--- config.mk ---
export PLATFORM = sky130hd
export DESIGN_NAME = chg_detect_port
export DESIGN_NICKNAME = d
export VERILOG_FILES = /design/src/rtl/chg_port_pkg.sv /design/src/rtl/chg_detect_ctrl.sv /design/src/rtl/chg_detect_dp.sv /design/src/rtl/chg_detect_port.sv
export SDC_FILE = /design/constraint.sdc
export NUM_CORES = 1
export LEC_CHECK = 0
export BUFFER_PORTS_ARGS = -buffer_cell sky130_fd_sc_hd__buf_2
export CORE_ASPECT_RATIO = 0.6
export CORE_MARGIN = 2
export CORE_UTILIZATION = 57
export DETAILED_ROUTE_END_ITERATION = 8
export GPL_TIMING_DRIVEN = 0
export PLACE_DENSITY_LB_ADDON = 0.1
export SYNTH_ARGS = -nofsm -noshare
export SYNTH_HDL_FRONTEND = slang
export SYNTH_SLANG_ARGS = --single-unit
--- constraint.sdc ---
create_clock -name clk -period 2.7 [get_ports clk]
set_input_delay 0.27 -clock clk [delete_from_list [all_inputs] [get_ports clk]]
set_output_delay 0.27 -clock clk [all_outputs]
set_load 0.05 [all_outputs]
--- src/rtl/chg_port_pkg.sv ---
package chg_port_pkg;
  // Strobes from control to datapath
  typedef struct packed {
    logic sampleEn;   // slow sampling tick
    logic loadLevels; // after reset: copy synchronised pins into accepted levels
    logic clrFlags;   // change register read
  } chgStrobe_t;
endpackage

--- src/rtl/chg_detect_ctrl.sv ---
module chg_detect_ctrl
  import chg_port_pkg::*;
#(
  parameter int TICK_DIV = 96
) (
  input  logic       clk,
  input  logic       rstN,
  input  logic       chgRd,
  output chgStrobe_t ctl
);
  localparam int CW = (TICK_DIV > 1) ? $clog2(TICK_DIV) : 1;
  localparam logic [CW-1:0] LAST = CW'(TICK_DIV - 1);
  localparam int INIT_CYC = 3; // sync depth plus one

  logic [CW-1:0] divCnt;
  logic [1:0]    initCnt;
  logic          loading;

  assign loading = (initCnt != 2'(INIT_CYC));

  always_ff @(posedge clk or negedge rstN) begin
    if (!rstN) begin
      divCnt  <= '0;
      initCnt <= '0;
    end else begin
      divCnt <= (divCnt == LAST) ? '0 : divCnt + 1'b1;
      if (loading) initCnt <= initCnt + 2'd1;
    end
  end

  always_comb begin
    ctl.sampleEn   = (divCnt == LAST);
    ctl.loadLevels = loading;
    ctl.clrFlags   = chgRd;
  end
endmodule

--- src/rtl/chg_detect_dp.sv ---
module chg_detect_dp
  import chg_port_pkg::*;
#(
  parameter int NUM_IN  = 6,
  parameter int NUM_MON = 4
) (
  input  logic                 clk,
  input  logic                 rstN,
  input  chgStrobe_t           ctl,
  input  logic [NUM_IN-1:0]    pinIn,
  input  logic                 ienWr,
  input  logic [NUM_MON-1:0]   ienData,
  output logic [NUM_IN-1:0]    portData,
  output logic [2*NUM_MON-1:0] chgData,
  output logic                 irq
);
  logic [NUM_IN-1:0]  syncA, syncB;
  logic [NUM_MON-1:0] accLvl, pend, flags, setMask, ienReg;

  // two-flop synchroniser on every pin
  always_ff @(posedge clk or negedge rstN) begin
    if (!rstN) begin
      syncA <= '0;
      syncB <= '0;
    end else begin
      syncA <= pinIn;
      syncB <= syncA;
    end
  end

  // one debouncer per monitored input
  for (genvar i = 0; i < NUM_MON; i++) begin : g_mon
    logic differs;
    assign differs    = syncB[i] ^ accLvl[i];
    assign setMask[i] = ctl.sampleEn && !ctl.loadLevels && differs && pend[i];

    always_ff @(posedge clk or negedge rstN) begin
      if (!rstN) begin
        accLvl[i] <= 1'b0;
        pend[i]   <= 1'b0;
      end else if (ctl.loadLevels) begin
        accLvl[i] <= syncB[i];
        pend[i]   <= 1'b0;
      end else if (ctl.sampleEn) begin
        if (!differs) begin
          pend[i] <= 1'b0;
        end else if (pend[i]) begin
          accLvl[i] <= syncB[i];
          pend[i]   <= 1'b0;
        end else begin
          pend[i] <= 1'b1;
        end
      end
    end
  end

  // sticky flags: a new set wins over a clearing read
  always_ff @(posedge clk or negedge rstN) begin
    if (!rstN) flags <= '0;
    else       flags <= (ctl.clrFlags ? '0 : flags) | setMask;
  end

  always_ff @(posedge clk or negedge rstN) begin
    if (!rstN)      ienReg <= '0;
    else if (ienWr) ienReg <= ienData;
  end

  assign portData = syncB;
  assign chgData  = {flags, accLvl};
  assign irq      = |(flags & ienReg);
endmodule

--- src/rtl/chg_detect_port.sv ---
module chg_detect_port
  import chg_port_pkg::*;
#(
  parameter int NUM_IN   = 6,
  parameter int NUM_MON  = 4,
  parameter int TICK_DIV = 96
) (
  input  logic                 clk,
  input  logic                 rstN,
  input  logic [NUM_IN-1:0]    pinIn,
  output logic [NUM_IN-1:0]    portData,
  input  logic                 chgRd,
  output logic [2*NUM_MON-1:0] chgData,
  input  logic                 ienWr,
  input  logic [NUM_MON-1:0]   ienData,
  output logic                 irq
);
  chgStrobe_t ctl;

  chg_detect_ctrl #(.TICK_DIV(TICK_DIV)) u_ctrl (
    .clk(clk), .rstN(rstN), .chgRd(chgRd), .ctl(ctl)
  );

  chg_detect_dp #(.NUM_IN(NUM_IN), .NUM_MON(NUM_MON)) u_dp (
    .clk(clk), .rstN(rstN), .ctl(ctl), .pinIn(pinIn),
    .ienWr(ienWr), .ienData(ienData), .portData(portData),
    .chgData(chgData), .irq(irq)
  );
endmodule

# Word-level counts from Yosys, hierarchy flattened

Index checks and enable logic that the tools add are counted.

Register bits: 37
Input port bits: 14
Output and inout bits: 15

$add $sub $neg: 2
Eq/ne operators: 2
Mux-type cells: 34
Bitwise gates (word level): 6
Reductions and logical operators: 24

Operator list:

| cell                                                           | count |
|---|---|
| 1-bit 2-to-1 mux                                               | 32 |
| 2-bit nonzero test                                             | 9 |
| 3-bit AND reduction                                            | 4 |
| 1-bit logical AND                                              | 9 |
| 7-bit by 1-bit adder with 7-bit output (second input constant) | 1 |
| 7-bit == test (second input constant)                          | 1 |
| 7-bit 2-to-1 mux                                               | 1 |
| 4-bit bitwise AND                                              | 1 |
| 4-bit 2-to-1 mux                                               | 1 |
| 4-bit bitwise OR                                               | 1 |
| 4-bit OR reduction                                             | 1 |
| 1-bit bitwise XOR                                              | 4 |
| 2-bit by 1-bit adder with 2-bit output (second input constant) | 1 |
| 2-bit inequality test (second input constant)                  | 1 |
| 1-bit logical NOT                                              | 1 |

# Logic depth before layout (Yosys ltp)

Gate-level depths: netlist (run 1).

Depth in word-level cells: 6
Mapped depth: 5

# By module

From an unflattened synthesis (run 1), not the netlist that was laid out.

Cell total of the unflattened synthesis: 101
Area, all modules: 1448.9 um2

By module, submodules not included:

| module          | instances | cells each | area an instance (um2) |
|---|---|---|---|
| chg_detect_dp   | 1         | 67         | 1044.8 |
| chg_detect_ctrl | 1         | 34         | 404.1 |

# Worst setup path before layout (run 1)

OpenSTA, ideal clock, no wires.

Path type: reg-to-reg
From: reg u_ctrl.divCnt[0]
To: reg u_dp.accLvl[0] (netlist: u_dp.chgData[0])
Library setup time: 0.128 ns
Arrival: 1.322 ns
Data required time: 2.572 ns
Setup slack: 1.250 ns
Cell stages (with the launch flop): 5
Buffers on the path: 0
Period minus slack after synthesis: 1.450 ns
Cell sequence: dfrtp_1 > ha_1 > nand4_4 > o31ai_2 > mux2_1

Word-level cells in the longest chain between the ends: 3

Ends and longest elaborated chain:

| item                           | RTL line              | RTL |
|---|---|---|
| start: declaration             | chg_detect_ctrl.sv:15 | `logic [CW-1:0] divCnt;` |
| start signal: assignment       | chg_detect_ctrl.sv:26 | `divCnt <= (divCnt == LAST) ? '0 : divCnt + 1'b1;` |
| 7-bit == test                  | chg_detect_ctrl.sv:32 | `ctl.sampleEn = (divCnt == LAST);` |
| 2-bit nonzero test (no line)   | --                    |  |
| 3-bit AND reduction (no line)  | --                    |  |
| end signal: indexed assignment | chg_detect_dp.sv:42   | `accLvl[i] <= syncB[i];` |
| end signal: indexed assignment | chg_detect_dp.sv:48   | `accLvl[i] <= syncB[i];` |
| end: declaration               | chg_detect_dp.sv:18   | `logic [NUM_MON-1:0] accLvl, pend, flags, setMask, ienReg;` |

No other way between the ends.
A chain may end at the register's enable or synchronous reset.

# Worst setup path after layout (run 1)

From: reg u_ctrl.divCnt[0]
To: reg u_dp.accLvl[2] (netlist: u_dp.chgData[2])

The elaborated chain is that of the path after synthesis.

==> metrics.md, run 1 <==
| Metric | Value |
|---|---|
| Status | `completed` |
| Worst-path fanout max | `7` |
| Vias in the first global route | `913` |
| Clk_skew | `0.00272 ns` |
| Final Hold Fails | `0` |
| PD cells | `653 mW/mm^2` |
| Crit start category | `flip-flop` |
| Most common cell after layout, fill and taps aside | `dfrtp_1` |
| CP endpoint kind | `flip-flop` |
| Sw frac | `0.218` |
| Commonest non-fill, non-tap cells in the layout | `dfrtp_1 (37), buf_2 (30), mux2_1 (9)` |
| WL/cell | `13.9 microns` |
| Layout cells sized above 1 | `0.321` |
| Via-to-Cell Ratio | `5.23` |
| Total power | `1.14 mW` |
| Worst skew pair latency | `0.28 ns` |
| Final setup viols | `0` |
| Layout Cells excl Fill | `172` |
| Initial antenna violation count | `0` |
| Leading post-synthesis cells by cell area | `dfrtp_1 (64%), mux2_1 (7.0%), xor2_1 (3.6%)` |
| Vert. Die Dim | `43.1 microns` |
| Die Span X | `69.1 microns` |
| Clock root buffer | `clkbuf_8` |
| Placed insts | `164` |
| First-pass GRT wire length | `4190 microns` |
| Total die area | `0.00298 sq mm` |
| CTS Buffer Depth | `2` |
| Worst IR Drop VDD | `0.438 mV` |
| Ports | `29` |
| Leakage power | `0.838 nW` |
| Post-synth cell types | `23` |
| CP cell instances | `ha_1, nand4_4, o31ai_2, mux2_1` |
| Residual DRC count | `0` |
| Worst Tran Pin Value | `0.768 ns` |
| Util after Layout | `0.714` |
| Share of the synthesized area in the top cell type | `0.638` |
| Total track usage | `0.189` |
| Area of the mapped netlist | `0.00145 sq mm` |
| RSZ-0062 raised after global routing | `no` |
| Largest stage delay, worst path | `0.37 ns` |
| Antenna-violating nets left | `0` |
| Worst path slowest cell | `dfrtp_1` |
| Syn Inst Count | `104` |
| Top cell type by total area after synthesis | `dfrtp_1` |
| Syn nets | `120` |
| Row cnt | `14` |
| Syn avg cell area | `13.9 sq um` |
| Final Critical Period | `1.58 ns` |
| CTS H-tree depth | `2` |
| Slew HR | `0.488` |
| Flop pwr share | `0.509` |
| Setup Crit Path Kind | `flip-flop to flip-flop` |
| Ys Warns | `0` |
| Starting Density | `0.591` |
| Hold buffers post-CTS | `0` |
| Antenna cells | `0` |
| CTS clock-pin slew for the worst setup and hold paths | `0.07 ns` |
| Fmax | `0.632 GHz` |
| Setup Fix Bufs, Post-CTS | `0` |
| WP data arrival | `1.75 ns` |
| Layout area overhead | `20.7%` |
| Min-Delay Path Class | `input pin to async pin` |
| PostCTS Resize Cnt | `0` |
| MaxCap Viol Count | `0` |
| Internal power | `0.894 mW` |
| Net count, final | `155` |
| Initial drt markers | `67` |
| Sequential element share of the synthesized area | `0.638` |
| Setup TNS | `0 ns` |
| Yosys reg bits | `37` |
| Congestion Overflow GR | `0` |
| Via count | `900` |
| TritonCTS clock tree | `built` |
| HPWL after DPL | `1800 microns` |
| Part of the power in the clock network | `0.426` |
| Net switching power | `0.249 mW` |
| Max-slew violations | `0` |
| Reg2Reg Setup Slack | `1.12 ns` |
| CTS Buf Count | `5` |
| Comb pwr share | `0.064` |
| Routability cong. | `0.725` |
| Worst endpoint required time | `2.87 ns` |
| CORE AREA | `0.00245 sq mm` |
| Clock sinks | `37` |
| Largest net degree at the start of global routing | `38` |
| Crit share post-route | `0.586` |
| TritonRoute pass-1 iters | `4` |
| IO Port Bufs | `28` |
| Routed wire length | `2390 microns` |
[routing by layer]
metal	wire [microns]	GRT usage	vias up	share of wire
met4	25	0.0706	0	0.010
li1	-	-	431	-
met5	0	0	-	0
met1	1110	0.250	448	0.46
met2	1170	0.298	16	0.49
met3	95	0.0570	5	0.040
[per-stage QoR]
step	area, sq um	hold WS (ns)	worst slack, ns
floorplan	1450	-0.0256	1.25
global placement	1630	0.331	1.14
detailed placement	1630	0.337	1.09
CTS	1750	0.0824	1.08
global route	1750	0.0751	1.01
finish	1750	0.0540	1.12
[cell families after synthesis]
logic type / after synthesis / share of synthesized area
xor+xnor: 8 / 0.0483
buf+inv: 7 / 0.0224
mux: 13 / 0.0975
flops: 37 / 0.638
fa+ha+maj: 2 / 0.0173
compound gates: 13 / 0.0828
simple gates: 24 / 0.0932
[final timing paths]
check                            startpoint          endpoint  cells past startpoint
setup reg to reg           u_ctrl.divCnt[0]   u_dp.chgData[2]                      4
setup / recovery           u_ctrl.divCnt[0]   u_dp.chgData[2]                      4
max in group asynchronous              rstN   u_dp.chgData[3]                      1
min in group clk                   pinIn[3]     u_dp.syncA[3]                      1
hold reg to reg               u_dp.syncA[5]  u_dp.portData[5]                      0
hold / removal                         rstN     u_dp.syncA[5]                      1
[state kept, by name, indices dropped and copies added, names as in the netlist]
signal / cells
u_ctrl.divCnt: 7
u_ctrl.initCnt: 2
u_dp.chgData: 4
u_dp.flags: 4
u_dp.ienReg: 4
u_dp.pend: 4
u_dp.portData: 6
u_dp.syncA: 6
[synthesized netlist by cell type]
library cell   n
mux2i_1        4
o21ai_0        1
nor2_1         2
nand2b_1       2
inv_1          4
buf_2          2
mux2_1         9
o21ai_1        1
nand3_1        6
nand4_4        1
buf_4          1
nor2_2         1
xor2_1         6
a22oi_1        2
a21oi_1        1
ha_1           2
o31ai_2        4
nor2b_1        4
nand2_1        7
a41o_1         4
or3_1          1
xnor2_1        2
dfrtp_1       37
[worst max-delay path: cells and delay by family (launching register included)]
kind / cells / cell delay, ns
adders and majority gates: 1 / 0.26
and+or+nand+nor: 1 / 0.20
muxes: 1 / 0.34
DFF: 1 / 0.37
AOI/OAI and AO/OA: 1 / 0.29
[power groups by stage]
stage                     combinational (mW)  clock (mW)  sequential, mW
after floorplan                       0.0148           0           0.618
after global placement                0.0730           0           0.591
after detailed placement              0.0751           0           0.593
after CTS                             0.0754       0.496           0.582
after global routing                  0.0803       0.523           0.584
final                                 0.0737       0.487           0.582
[layout make-up]
type                            count  area (sq um)
Buffer                              3          17.5
Sequential cell                    37           926
Clock buffer                        6          82.6
Tap cell                           32          40.0
Fill cell                         168           702
Multi-Input combinational cell     60           492
Clock inverter                      2          37.5
Timing Repair Buffer               28           140
Inverter                            4          15.0
No activity file was read; power rests on OpenSTA's default activity.
==> inputs of run 2 (changes only) <==
--- a/config.mk
+++ b/config.mk
@@ -8,7 +8,7 @@
 export BUFFER_PORTS_ARGS = -buffer_cell sky130_fd_sc_hd__buf_2
 export CORE_ASPECT_RATIO = 0.6
 export CORE_MARGIN = 2
-export CORE_UTILIZATION = 57
+export CORE_UTILIZATION = 48
 export DETAILED_ROUTE_END_ITERATION = 8
 export GPL_TIMING_DRIVEN = 0
 export PLACE_DENSITY_LB_ADDON = 0.1
==> constraint.sdc (replaced) <==
create_clock -name clk -period 1.3 [get_ports clk]
set_input_delay 0.13 -clock clk [delete_from_list [all_inputs] [get_ports clk]]
set_output_delay 0.13 -clock clk [all_outputs]
set_load 0.05 [all_outputs]
==> run 2 against run 1 <==
The run now ends with setup timing left. Sequential power increased by 110%. Hold slack improved by 0.0089 ns. Global-route usage decreased by 2.3 points. Sequential share of layout area decreased by 5.1 points. Clock skew increased by 0.0020 ns. Critical path depth unchanged. Critical endpoint is now u_dp.chgData[0]. Highest routed layer unchanged.
==> metrics.md, run 2 (synthesis results as in run 1) <==
| Metric | Value |
|---|---|
| MaxCap Viol Count | `0 (unchanged)` |
| DP Area | `0.00166 sq mm (+1.5%)` |
| Util after Layout | `0.675 (-0.0388)` |
| Reg2Reg Setup Slack | `-0.18 ns (-1.29 ns)` |
| Crit share post-route | `1.14 (+0.550)` |
| Congestion Overflow GR | `0 (unchanged)` |
| CTS Buffer Depth | `2 (unchanged)` |
| Net count, final | `168 (+8.4%)` |
| Layout Cells excl Fill | `195 (+13%)` |
| Final Hold Fails | `0 (unchanged)` |
| Slew HR | `0.484 (-0.00349)` |
| Worst skew pair latency | `0.28 ns (about the same)` |
| Hold depth | `2` |
| Clock sinks | `37 (unchanged)` |
| Buffer and inverter count on the worst path | `0 (unchanged)` |
| FF-to-FF Start | `u_ctrl.divCnt[0]` |
| CP cell instances | `ha_4, nand4_4, o31ai_2, mux2_1` |
| Die Span X | `75.0 microns (+8.5%)` |
| Worst endpoint required time | `1.47 ns (-1.40 ns)` |
| Reg2reg end | `u_dp.chgData[0]` |
| CP endpoint kind | `flip-flop` |
| Most common cell after layout, fill and taps aside | `dfrtp_1` |
| Initial antenna violation count | `0 (unchanged)` |
| RSZ-0062 raised after global routing | `yes` |
| Largest net degree at the start of global routing | `38 (unchanged)` |
| Worst Tran Pin Value | `0.773 ns (+0.00524 ns)` |
| Worst-path fanout max | `6 (-1)` |
| Layout cells sized above 1 | `0.359 (+0.0380)` |
| Crit start category | `flip-flop` |
| Vert. Die Dim | `46.6 microns (+8.1%)` |
| Fill cells | `207 (+23%)` |
| Failing checks | `setup timing` |
| Total power | `2.35 mW (+110%)` |
| Worst path slowest cell | `dfrtp_1` |
| Via count | `951 (+5.7%)` |
| Status | `finished with violations` |
| Design area | `0.00194 sq mm (+11%)` |
| Hold_ws | `0.0629 ns (+0.00885 ns)` |
| Antenna-violating nets left | `0 (unchanged)` |
| Leakage power | `0.926 nW (+11%)` |
| WP data arrival | `1.65 ns (-0.10 ns)` |
| Total die area | `0.00349 sq mm (+17%)` |
| CTS H-tree depth | `2 (unchanged)` |
| Placed insts | `174 (+6.1%)` |
| Setup TNS | `-1.61 ns (-1.61 ns)` |
| Row cnt | `15 (+1)` |
| Total track usage | `0.165 (-0.0232)` |
| FF-to-FF path depth | `4 (unchanged)` |
| Setup Crit Path Kind | `flip-flop to flip-flop` |
| Starting Density | `0.505 (-0.0863)` |
| Largest reg by FF count | `u_ctrl.divCnt` |
| Via-to-Cell Ratio | `4.88 (-6.8%)` |
| Hold Path Origin | `ienData[0]` |
| Clock root buffer | `clkbuf_8` |
| Vias in the first global route | `899 (-1.5%)` |
| Final setup viols | `14 (+14)` |
| Residual DRC count | `0 (unchanged)` |
| Worst IR Drop VDD | `0.814 mV (+86%)` |
| Max-slew violations | `0 (unchanged)` |
| Routed wire length | `2580 microns (+7.9%)` |
| Min-Delay Path Class | `input pin to flip-flop` |
| Clk_skew | `0.00470 ns (+0.00198 ns)` |
| CP delay by family, top | `flip-flops` |
| Place WS | `-0.187 ns (-1.28 ns)` |
| Final Critical Period | `1.48 ns (-0.106 ns)` |
| IO Port Bufs | `28 (unchanged)` |
| HPWL after DPL | `1740 microns (-3.2%)` |
| Commonest non-fill, non-tap cells in the layout | `dfrtp_1 (37), buf_2 (27)` |
| Antenna cells | `0 (unchanged)` |
| Fmax | `0.677 GHz (+7.2%)` |
| CTS clock-pin slew for the worst setup and hold paths | `0.07 ns (about the same)` |
| Routability cong. | `0.703 (-3.0%)` |
| Ports | `29 (unchanged)` |
| Final worst slack | `-0.177 ns (-1.29 ns)` |
| WL/cell | `13.2 microns (-4.9%)` |
| Largest stage delay, worst path | `0.39 ns (+0.02 ns)` |
| TritonCTS clock tree | `built` |
| First-pass GRT wire length | `4080 microns (-2.5%)` |
| Max FFs per register | `7 (unchanged)` |
| Initial drt markers | `40 (-40%)` |
| CTS Buf Count | `5 (unchanged)` |
| Layout area overhead | `33.6%` |
| CORE AREA | `0.00287 sq mm (+17%)` |
| TritonRoute pass-1 iters | `4 (unchanged)` |
| PD cells | `1210 mW/mm^2 (+86%)` |
| WHS Endpoint | `u_dp.ienReg[0]` |
run 2: cell count changes in the layout (fill, tap and decap cells not counted), moves of 2 or more:
| cell | previous run | this run |
|---|---|---|
| dlygate4sd3_1 | 0 | 7 |
| mux2_4 | 0 | 2 |
| buf_2 | 30 | 27 |
| o31ai_4 | 0 | 2 |
| buf_6 | 0 | 3 |
| mux2_1 | 9 | 7 |
| buf_4 | 1 | 7 |
| o31ai_2 | 4 | 2 |
run 2: per-layer routing:
| layer | GRT usage | part of all wire |
|---|---|---|
| met1 | 0.221 | 0.48 |
| met2 | 0.265 | 0.47 |
| met3 | 0.0591 | 0.048 |
| met4 | 0.0321 | 0.0015 |
| met5 | 0 | 0 |
run 2: where the power goes:
part           switching, mW  leakage (nW)  internal (mW)
sequential            0.0214         0.446           1.19
clock                  0.391        0.0554          0.575
combinational          0.111         0.425         0.0613
run 2: layout make-up:
cell class / instances / area, sq um / share of cell area
plain buffers: 3 / 26.3 / 0.0136
clock buffers: 6 / 72.6 / 0.0374
clock inverters: 2 / 38.8 / 0.0200
inverters: 4 / 15.0 / 0.00775
multi-input cells: 60 / 542 / 0.280
flip-flops and latches: 37 / 926 / 0.478
well taps: 42 / 52.6 / 0.0271
repair buffers: 41 / 265 / 0.137
run 2: worst max path at each step:
stage,startpoint,depth (start not counted),to,slack (ns)
detailed placement,u_ctrl.divCnt[0],4,u_dp.chgData[0],-0.19
global placement,u_ctrl.divCnt[0],4,u_dp.chgData[0],-0.19
finish,u_ctrl.divCnt[0],4,u_dp.chgData[0],-0.18
global route,u_ctrl.divCnt[1],6,u_dp.pend[1],-0.24
CTS,u_ctrl.divCnt[1],4,u_dp.chgData[1],-0.17
floorplan,u_ctrl.divCnt[0],4,u_dp.chgData[0],-0.08
run 2: worst register-to-register path: cells and delay by family, from the launching register on:
| kind | cells | cell delay, ns |
|---|---|---|
| AO/OA/AOI/OAI | 1 | 0.28 |
| adder cells (fa/ha/maj) | 1 | 0.17 |
| AND/OR/NAND/NOR | 1 | 0.17 |
| flip-flops | 1 | 0.39 |
| multiplexers | 1 | 0.34 |
run 2: repair_timing:
| item | 4_1_cts | 5_1_grt |
|---|---|---|
| resized for setup | 6 | 11 |
| gates cloned | 1 | 0 |
| buffers inserted | 3 | 2 |
| hold buffers | 7 | 0 |
| hold endpoints to repair | 43 | 0 |
| pin swaps | 2 | 4 |
| endpoints found under the setup margin | 12 | 18 |
